**config.mk**
```make
export PLATFORM = sky130hd
export DESIGN_NAME = retention_seq_detect
export DESIGN_NICKNAME = d
export VERILOG_FILES = /design/src/rtl/retention_pkg.sv /design/src/rtl/retention_key_decode.sv /design/src/rtl/retention_seq_tracker.sv /design/src/rtl/retention_mode_reg.sv /design/src/rtl/retention_seq_detect.sv
export SDC_FILE = /design/constraint.sdc
export NUM_CORES = 1
export LEC_CHECK = 0
export BUFFER_PORTS_ARGS = -buffer_cell sky130_fd_sc_hd__buf_4
export CAP_MARGIN = 25
export CORE_MARGIN = 2
export CORE_UTILIZATION = 37
export CTS_CLUSTER_SIZE = 8
export DETAILED_ROUTE_END_ITERATION = 8
export PLACE_DENSITY = 0.77
export REMOVE_ABC_BUFFERS = 1
export SETUP_SLACK_MARGIN = 0.3
export SKIP_LAST_GASP = 1
export SYNTH_ARGS = -nofsm -noshare
export SYNTH_HDL_FRONTEND = slang
export SYNTH_SLANG_ARGS = --single-unit
```
**constraint.sdc**
```tcl
create_clock -name clk -period 1.8 [get_ports clk]
set_clock_uncertainty 0.1 [all_clocks]
set_input_delay 0.18 -clock clk [delete_from_list [all_inputs] [get_ports clk]]
set_output_delay 0.18 -clock clk [all_outputs]
set_load 0.01 [all_outputs]
```
**src/rtl/retention_pkg.sv**
```systemverilog
package retention_pkg;
  typedef enum logic [1:0] {
    MODE_SLEEP = 2'd0,
    MODE_SMALL = 2'd1,
    MODE_LARGE = 2'd2
  } ret_mode_e;

  typedef enum logic [2:0] {
    TRK_IDLE = 3'd0,
    TRK_W2   = 3'd1,
    TRK_W3   = 3'd2,
    TRK_W4   = 3'd3,
    TRK_W5   = 3'd4,
    TRK_KEY  = 3'd5
  } trk_state_e;
endpackage

```
**src/rtl/retention_key_decode.sv**
```systemverilog
module retention_key_decode #(
  parameter int ADDR_W = 21
) (
  input  logic [ADDR_W-1:0]         addr,
  output logic                      is_all_ones,
  output logic                      key_legal,
  output retention_pkg::ret_mode_e  key_mode
);
  import retention_pkg::*;

  localparam int LOW_W = ADDR_W - 2;

  logic       low_ones;
  logic [1:0] top2;

  always_comb begin
    low_ones    = &addr[LOW_W-1:0];
    top2        = addr[ADDR_W-1:ADDR_W-2];
    is_all_ones = low_ones && (top2 == 2'b11);
    key_legal   = 1'b0;
    key_mode    = MODE_SLEEP;
    if (low_ones) begin
      case (top2)
        2'b11: begin key_legal = 1'b1; key_mode = MODE_SLEEP; end
        2'b10: begin key_legal = 1'b1; key_mode = MODE_SMALL; end
        2'b01: begin key_legal = 1'b1; key_mode = MODE_LARGE; end
        default: begin key_legal = 1'b0; key_mode = MODE_SLEEP; end
      endcase
    end
  end
endmodule

```
**src/rtl/retention_seq_tracker.sv**
```systemverilog
module retention_seq_tracker (
  input  logic clk,
  input  logic rst_n,
  input  logic ev,
  input  logic ev_write,
  input  logic ev_standby,
  input  logic ev_all_ones,
  output logic key_fire,
  output logic commit
);
  import retention_pkg::*;

  trk_state_e st_q, st_d;

  function automatic trk_state_e step_after(input trk_state_e s);
    case (s)
      TRK_W2:  step_after = TRK_W3;
      TRK_W3:  step_after = TRK_W4;
      TRK_W4:  step_after = TRK_W5;
      TRK_W5:  step_after = TRK_KEY;
      default: step_after = TRK_IDLE;
    endcase
  endfunction

  always_comb begin
    st_d     = st_q;
    key_fire = 1'b0;
    if (ev) begin
      case (st_q)
        TRK_IDLE: begin
          if (!ev_write && ev_all_ones) st_d = TRK_W2;
        end
        TRK_W2, TRK_W3, TRK_W4, TRK_W5: begin
          if (!ev_write)
            st_d = ev_all_ones ? TRK_W2 : TRK_IDLE;
          else if (!ev_standby || !ev_all_ones)
            st_d = TRK_IDLE;
          else
            st_d = step_after(st_q);
        end
        TRK_KEY: begin
          if (!ev_write && ev_standby) begin
            key_fire = 1'b1;
            st_d     = TRK_IDLE;
          end else if (!ev_write) begin
            st_d = ev_all_ones ? TRK_W2 : TRK_IDLE;
          end else begin
            st_d = TRK_IDLE;
          end
        end
        default: st_d = TRK_IDLE;
      endcase
    end
  end

  always_comb begin
    commit = ev && ev_write && !(st_q == TRK_W4 || st_q == TRK_W5);
  end

  always_ff @(posedge clk or negedge rst_n) begin
    if (!rst_n) st_q <= TRK_IDLE;
    else if (ev) st_q <= st_d;
  end
endmodule

```
**src/rtl/retention_mode_reg.sv**
```systemverilog
module retention_mode_reg #(
  parameter int ADDR_W = 21
) (
  input  logic                      clk,
  input  logic                      rst_n,
  input  logic                      key_fire,
  input  logic                      key_legal,
  input  retention_pkg::ret_mode_e  key_mode,
  output retention_pkg::ret_mode_e  mode,
  output logic [ADDR_W-1:0]         top,
  output logic                      done,
  output logic                      err
);
  import retention_pkg::*;

  localparam logic [ADDR_W-1:0] TOP_SMALL = ADDR_W'((64'd1 << (ADDR_W - 3)) - 64'd1);
  localparam logic [ADDR_W-1:0] TOP_LARGE = ADDR_W'((64'd1 << (ADDR_W - 2)) - 64'd1);

  ret_mode_e mode_q, mode_d;
  logic      done_q, done_d, err_q, err_d, mode_en;

  always_comb begin
    mode_en = key_fire && key_legal;
    mode_d  = mode_en ? key_mode : mode_q;
    done_d  = mode_en;
    err_d   = key_fire && !key_legal;
  end

  always_ff @(posedge clk or negedge rst_n) begin
    if (!rst_n) begin
      mode_q <= MODE_SLEEP;
      done_q <= 1'b0;
      err_q  <= 1'b0;
    end else begin
      if (mode_en) mode_q <= mode_d;
      done_q <= done_d;
      err_q  <= err_d;
    end
  end

  always_comb begin
    case (mode_q)
      MODE_SMALL: top = TOP_SMALL;
      MODE_LARGE: top = TOP_LARGE;
      default:    top = '0;
    endcase
  end

  assign mode = mode_q;
  assign done = done_q;
  assign err  = err_q;
endmodule

```
**src/rtl/retention_seq_detect.sv**
```systemverilog
module retention_seq_detect #(
  parameter int ADDR_W = 21
) (
  input  logic              clk,
  input  logic              rst_n,
  input  logic              acc_valid,
  input  logic              acc_is_write,
  input  logic [ADDR_W-1:0] acc_addr,
  input  logic [1:0]        acc_lanes,
  input  logic              acc_after_standby,
  output logic              wr_commit,
  output logic [1:0]        ret_mode,
  output logic              ret_keep,
  output logic [ADDR_W-1:0] ret_top,
  output logic              prog_done,
  output logic              key_err
);
  import retention_pkg::*;

  logic      ev, all_ones, key_legal, key_fire;
  ret_mode_e key_mode, mode;

  assign ev = acc_valid && (|acc_lanes);

  retention_key_decode #(.ADDR_W(ADDR_W)) u_dec (
    .addr        (acc_addr),
    .is_all_ones (all_ones),
    .key_legal   (key_legal),
    .key_mode    (key_mode)
  );

  retention_seq_tracker u_trk (
    .clk         (clk),
    .rst_n       (rst_n),
    .ev          (ev),
    .ev_write    (acc_is_write),
    .ev_standby  (acc_after_standby),
    .ev_all_ones (all_ones),
    .key_fire    (key_fire),
    .commit      (wr_commit)
  );

  retention_mode_reg #(.ADDR_W(ADDR_W)) u_mode (
    .clk       (clk),
    .rst_n     (rst_n),
    .key_fire  (key_fire),
    .key_legal (key_legal),
    .key_mode  (key_mode),
    .mode      (mode),
    .top       (ret_top),
    .done      (prog_done),
    .err       (key_err)
  );

  assign ret_mode = mode;
  assign ret_keep = (mode != MODE_SLEEP);
endmodule

```
==> impl_metrics.csv, run 1 <==
group,metric,value,unit
placed_design,pre_cts_slack,254,ps
worst_setup_path,path_cells,"or3b_4 > nand2_2 > nor3_1 > buf_4",
layout,fin_cells,143,
detailed_routing,drt-initial-drc-count,24,
grt,grt_overflow_total,0,
synth,yosysMostFrequentCell,"buf_4",
timing,setup_viol,0,
floorplanning,core_area,1560,sq um
timing,tightest_slew,509,ps
floorplanning,num_io_pins,55,
detailed_routing,antenna_left,0,
placed_design,routabilityCongestion,0.691,
floorplanning,start_util,40.9,%
timing,fmax,630,MHz
detailed_routing,drtPass1Iterations,4,
worst_setup_path,cp_slowest_cell,"or3b_4",
synth,synth_seq_area_share,27.5,%
worst_setup_path,path_buf_inv,1,
synth,synth_top_area_share,27.5,%
placed_design,post-place-cells,127,
placed_design,dp_hpwl,1340,um
power_and_ir_drop,p_int,0.298,mW
power_and_ir_drop,power_frac_seq,40.8,%
cts,clkSlewWorstSetupHoldPaths,50,ps
power_and_ir_drop,power_density,339,nW/um^2
worst_hold_path,min_path_type,"in -> reg",
worst_setup_path,crit_fanout,2,
grt,grt_max_degree,8,
worst_setup_path,path_delay_family,"simple AND/OR/NAND/NOR gates",
run,maxCapViolations,0,
synth,ys_top_cells_by_count,"19 x buf_4, 8 x nor2_1, 7 x dfrtp_1, 5 x nand2_1, 5 x nand4_1",
detailed_routing,drc,0,
grt,antenna_found_initial,0,
cts,clockBufferDepth,2,
worst_setup_path,worstPathArrival,1310,ps
worst_setup_path,slowest_delay,410,ps
layout,areaGrowthSynthToFinish,83.9,%
synth,ys_warn_count,0,
synth,yosysUniqueCellTypes,28,
synth,synth_top_area_cell,"dfrtp_1",
synth,synth_edf_count,0,
detailed_routing,wl_per_cell,16.4,um
power_and_ir_drop,swShare,25.0,%
power_and_ir_drop,clkPwrFrac,36.3,%
timing,setup_tns,0,ps
detailed_routing,wl,2350,um
cts,cts_tree,"done",
timing,finalHoldWorstSlack,70.0,ps
timing,min_period,1590,ps
cts,cts.sinks,7,
power_and_ir_drop,ir_drop,0.332,mV
worst_setup_path,critPathKind,"reg -> out",
run_status,status,"finished, final reports clean",
timing,max-slew-margin-rel,65.9,%
power_and_ir_drop,power.total,0.397,mW
layout,fin_nets,158,
cts,insertion_delay,260,ps
layout,post-route-util,75.1,%
power_and_ir_drop,p_comb_share,22.9,%
placed_design,portBuffers,52,
grt,grt_pass1_wl,2910,um
floorplanning,die_h,45.5,um
power_and_ir_drop,p_sw,0.0991,mW
grt,track_usage,20.5,%
synth,ys_ff_latch,7,
detailed_routing,vias,753,
synth,avgSynthCellArea,8.38,sq um
power_and_ir_drop,p_leak,0.580,nW
floorplanning,fp.dieArea,2070,sq um
synth,synthCells,76,
floorplanning,die_x,45.5,um
timing,slew_violations,0,
layout,finish.instance_area,1170,sq um
worst_setup_path,cp-start-kind,"register",
timing,setup_slack,214,ps
synth,syn-cell-area,637,sq um
cts,root_buffer,"clkbuf_4",
floorplanning,rows,14,
layout,antenna_cells,0,
synth,synth_area_leaders,"dfrtp_1 28%, buf_4 22%, nand4_1 4.9%",
synth,async_reset_ff_share,100,%
synth,synthFlopType,"dfrtp_1",
grt,grt_pass1_vias,684,
timing,rsz0062_at_grt,"yes",
layout,drive_gt1_share,66.1,%
worst_setup_path,r2r_slack,240,ps
placed_design,placed_cell_area,916,sq um
timing,period_share,88.1,%
timing,finalHoldViolCount,0,
worst_setup_path,cp.required,1520,ps
cts,cts_inserted_buffers,3,
worst_setup_path,end_kind,"output pin",
cts,h-tree-depth,1,
detailed_routing,vias_per_cell,5.27,
cell families (layout without fill, tap and decap cells):
family / after synthesis / in the layout / synth area share [%]
AO/OA/AOI/OAI: 15 / 15 / 17.9
adder cells (fa/ha/maj): 2 / 2 / 3.93
buffers and inverters: 23 / 73 / 24.8
flip-flops: 7 / 7 / 27.5
other: 1 / 2 / 0.589
AND/OR/NAND/NOR: 28 / 28 / 25.3
final cells by class:
class | instances | area (sq um)
clock buffer | 4 | 26.3
fill | 111 | 388
inverter | 4 | 15.0
multi-input combinational | 47 | 345
sequential | 7 | 179
tap | 16 | 20.0
timing repair buffer | 65 | 586
power by group through the flow:
stage	clock network (mW)	logic [mW]	registers (mW)
after floorplan	0	0.0183	0.165
after CTS	0.149	0.0874	0.162
after global placement	0	0.0772	0.167
after detailed placement	0	0.0785	0.167
after global routing	0.156	0.0969	0.162
final	0.144	0.0910	0.162
layer usage:
layer,global-route usage (%),share of wire [%],up-vias
met3,5.56,5.5,8
met2,38.0,57,41
met4,11.8,2.7,0
met1,19.9,35,347
met5,0,0,-
li1,-,-,357
final timing paths:
| path | from | end | depth (start not counted) |
|---|---|---|---|
| setup reg to reg | u_trk.st_q[2] | u_mode.mode[1] | 5 |
| hold reg to reg | u_trk.st_q[2] | u_trk.st_q[2] | 3 |
| setup / recovery | u_trk.st_q[0] | wr_commit | 4 |
| hold / removal | acc_addr[19] | u_mode.mode[0] | 2 |
| max in group asynchronous | rst_n | u_trk.st_q[2] | 2 |
| min in group asynchronous | rst_n | u_trk.st_q[1] | 2 |
layout by cell type (no fill, tap or decap), types with 2 or more instances in the layout:
master / instances
dfrtp_2: 3
buf_4: 41
nand4_1: 5
a41oi_2: 2
nor2_1: 8
a31oi_1: 3
conb_1: 2
inv_2: 2
inv_1: 2
nand2_1: 4
nand3_1: 2
clkbuf_4: 3
buf_6: 22
dfrtp_1: 4
o21ai_0: 2
flip-flops by register name (all words and copies together), names as in the netlist:
| signal | cells |
|---|---|
| u_mode.done | 1 |
| u_mode.err | 1 |
| u_mode.mode | 2 |
| u_trk.st_q | 3 |
what timing repair did:
| action | in CTS | in global routing |
|---|---|---|
| pin swaps | 0 | 7 |
| hold buffers | 1 | 0 |
| gates cloned | 1 | 0 |
| endpoints found under the hold margin | 7 | 0 |
| gates resized for setup | 10 | 25 |
| buffers inserted | 8 | 2 |
| endpoints found under the setup margin | 19 | 22 |
worst register-to-register path, stage by stage (launching register included):
cell and delay, ps:
dfrtp_2 380, buf_6 130, nand2_4 60, nor4_4 420, a41oi_2 180, a31oi_1 210
No activity file was read; power rests on OpenSTA's default activity.
==> inputs of run 2 (changes only) <==
SYNTH_HIERARCHICAL = 1   (was unset)
==> run 2 against run 1 <==
Die area is 2.3% higher. Fmax is 1.3% lower. Largest cell class unchanged. Clock-buffer cell count stayed put.
==> impl_metrics.csv, run 2 <==
group,metric,value,unit
layout,top_register,"u_trk/st_q",
synth,synthFlopType,"dfrtp_1",
synth,synthCells,70,
floorplanning,die_x,46.0,um
worst_setup_path,path_delay_family,"flip-flops",
timing,fmax,622,MHz
worst_setup_path,cp.required,1520,ps
worst_hold_path,min_path_type,"in -> async",
layout,finish.instance_area,1110,sq um
layout,fin_cells,137,
synth,yosysMostFrequentCell,"buf_4",
worst_setup_path,rr_worst_depth,5,
synth,yosysUniqueCellTypes,29,
placed_design,post-place-cells,121,
worst_setup_path,critPathKind,"reg -> out",
grt,grt_pass1_vias,652,
floorplanning,core_area,1690,sq um
worst_setup_path,crit_fanout,5,
grt,grt_max_degree,9,
worst_setup_path,slowest_delay,420,ps
placed_design,placed_cell_area,926,sq um
timing,setup_slack,193,ps
power_and_ir_drop,power.total,0.366,mW
cts,clkSlewWorstSetupHoldPaths,50,ps
worst_setup_path,path_buf_inv,2,
worst_setup_path,worstPathArrival,1330,ps
synth,ys_top_cells_by_count,"19 x buf_4, 7 x dfrtp_1, 4 x inv_1, 3 x mux2_4, 3 x nand3_1",
synth,synth_top_area_share,26.8,%
floorplanning,num_io_pins,55,
run,maxCapViolations,0,
timing,setup_viol,0,
timing,finalHoldViolCount,0,
layout,areaGrowthSynthToFinish,69.5,%
detailed_routing,drc,0,
worst_setup_path,cp.depth,3,
grt,antenna_found_initial,0,
synth,synth_seq_area_share,26.8,%
worst_setup_path,end_kind,"output pin",
layout,fill_cells,131,
floorplanning,die_h,46.0,um
detailed_routing,vias_per_cell,5.23,
grt,grt_overflow_total,0,
cts,insertion_delay,250,ps
detailed_routing,drtPass1Iterations,4,
cts,cts_inserted_buffers,3,
worst_setup_path,path_cells,"ha_4 > clkinvlp_4 > buf_4",
synth,ys_ff_latch,7,
timing,setup_tns,0,ps
detailed_routing,vias,716,
power_and_ir_drop,p_leak,0.599,nW
power_and_ir_drop,power_density,331,nW/um^2
synth,ys_warn_count,6,
power_and_ir_drop,ir_drop,0.147,mV
placed_design,routabilityCongestion,0.699,
grt,grt_pass1_wl,2490,um
worst_setup_path,crit_start,"u_mode/mode[1]",
timing,period_share,89.3,%
layout,largest_register_ffs,3,
timing,slew_violations,0,
timing,rsz0062_at_grt,"yes",
timing,min_period,1610,ps
cts,clockBufferDepth,2,
floorplanning,fp.dieArea,2120,sq um
synth,avgSynthCellArea,9.33,sq um
cts,cts.sinks,7,
synth,async_reset_ff_share,100,%
floorplanning,start_util,38.7,%
cts,h-tree-depth,1,
grt,track_usage,16.0,%
layout,layout_commonest_cell,"buf_4",
cts,root_buffer,"clkbuf_4",
synth,synth_top_area_cell,"dfrtp_1",
detailed_routing,wl_per_cell,13.7,um
synth,synth_area_leaders,"dfrtp_1 27%, buf_4 22%, mux2_4 6.9%",
worst_setup_path,timing.rr.start,"u_trk/st_q[1]",
placed_design,portBuffers,52,
synth,synth_edf_count,0,
detailed_routing,drt-initial-drc-count,12,
detailed_routing,wl,1870,um
detailed_routing,antenna_left,0,
placed_design,pre_cts_slack,128,ps
worst_setup_path,cp-start-kind,"register",
layout,antenna_cells,0,
worst_setup_path,cp_slowest_cell,"dfrtp_2",
floorplanning,rows,15,
cts,cts_tree,"done",
synth,syn-cell-area,653,sq um
run_status,status,"finished, final reports clean",
layout,fin_nets,150,
layout,drive_gt1_share,71.7,%
layout,final_cell_mix,"50 x buf_4, 10 x buf_6, 4 x clkinvlp_4, 4 x dfrtp_2",
## run 2: worst reg2reg max path: stages, from the launching register on
cell     delay, ps
dfrtp_2        450
inv_2          110
nand4_1         90
nor2_1         150
nand2_2        100
mux2_4         300
## run 2: final cells by class
cell class	instances	area, sq um	area share, %
Timing Repair Buffer	61	498	45.0
Multi-Input combinational cell	40	337	30.4
Sequential cell	7	180	16.3
Clock buffer	4	26.3	2.37
Inverter	5	22.5	2.03
Timing Repair inverter	3	22.5	2.03
Tap cell	17	21.3	1.92
## run 2: per-layer routing
| layer | track usage [%] | wire length, um |
|---|---|---|
| met1 | 15.6 | 644 |
| met2 | 32.5 | 1020 |
| met3 | 1.98 | 212 |
| met4 | 6.86 | 0 |
| met5 | 0 | 0 |
## run 2: cell families (layout without fill, tap and decap cells)
| group | after synthesis | in the layout | share of synthesized area [%] |
|---|---|---|---|
| muxes | 3 | 3 | 6.90 |
| other | 1 | 2 | 0.574 |
| and+or+nand+nor | 23 | 23 | 27.6 |
| buffers and inverters | 24 | 73 | 24.7 |
| DFF | 7 | 7 | 26.8 |
| AOI/OAI and AO/OA | 11 | 11 | 11.5 |
| adders and majority gates | 1 | 1 | 1.92 |
## run 2: timing repair
action | 4_1_cts | 5_1_grt
endpoints found under the setup margin | 19 | 20
hold endpoints to repair | 7 | 0
gates cloned | 3 | 0
hold buffers | 1 | 0
setup buffers | 4 | 4
pin swaps | 1 | 3
resized for setup | 15 | 8
## run 2: worst paths after layout
kind | endpoint | slack (ps)
max reg2reg | u_mode/mode[1] | 390
max | ret_top[10] | 190
max in group asynchronous | u_trk/st_q[2] | 1290
min in group clk | u_trk/st_q[0] | 180
min reg2reg | u_trk/st_q[1] | 430
min | u_mode/mode[0] | 180
## run 2: per-stage QoR
step,utilization (%),hold slack [ps]
CTS,62.4,159
global placement,54.8,-106
detailed placement,54.8,-104
global route,65.6,177
floorplan,-,-216
finish,65.6,176
## run 2: where the power goes
group	switching [mW]	leakage, nW	internal, mW
Sequential	0.0000000182	0.0911	0.158
Combinational	0.0254	0.493	0.0442
Clock	0.0548	0.0150	0.0844
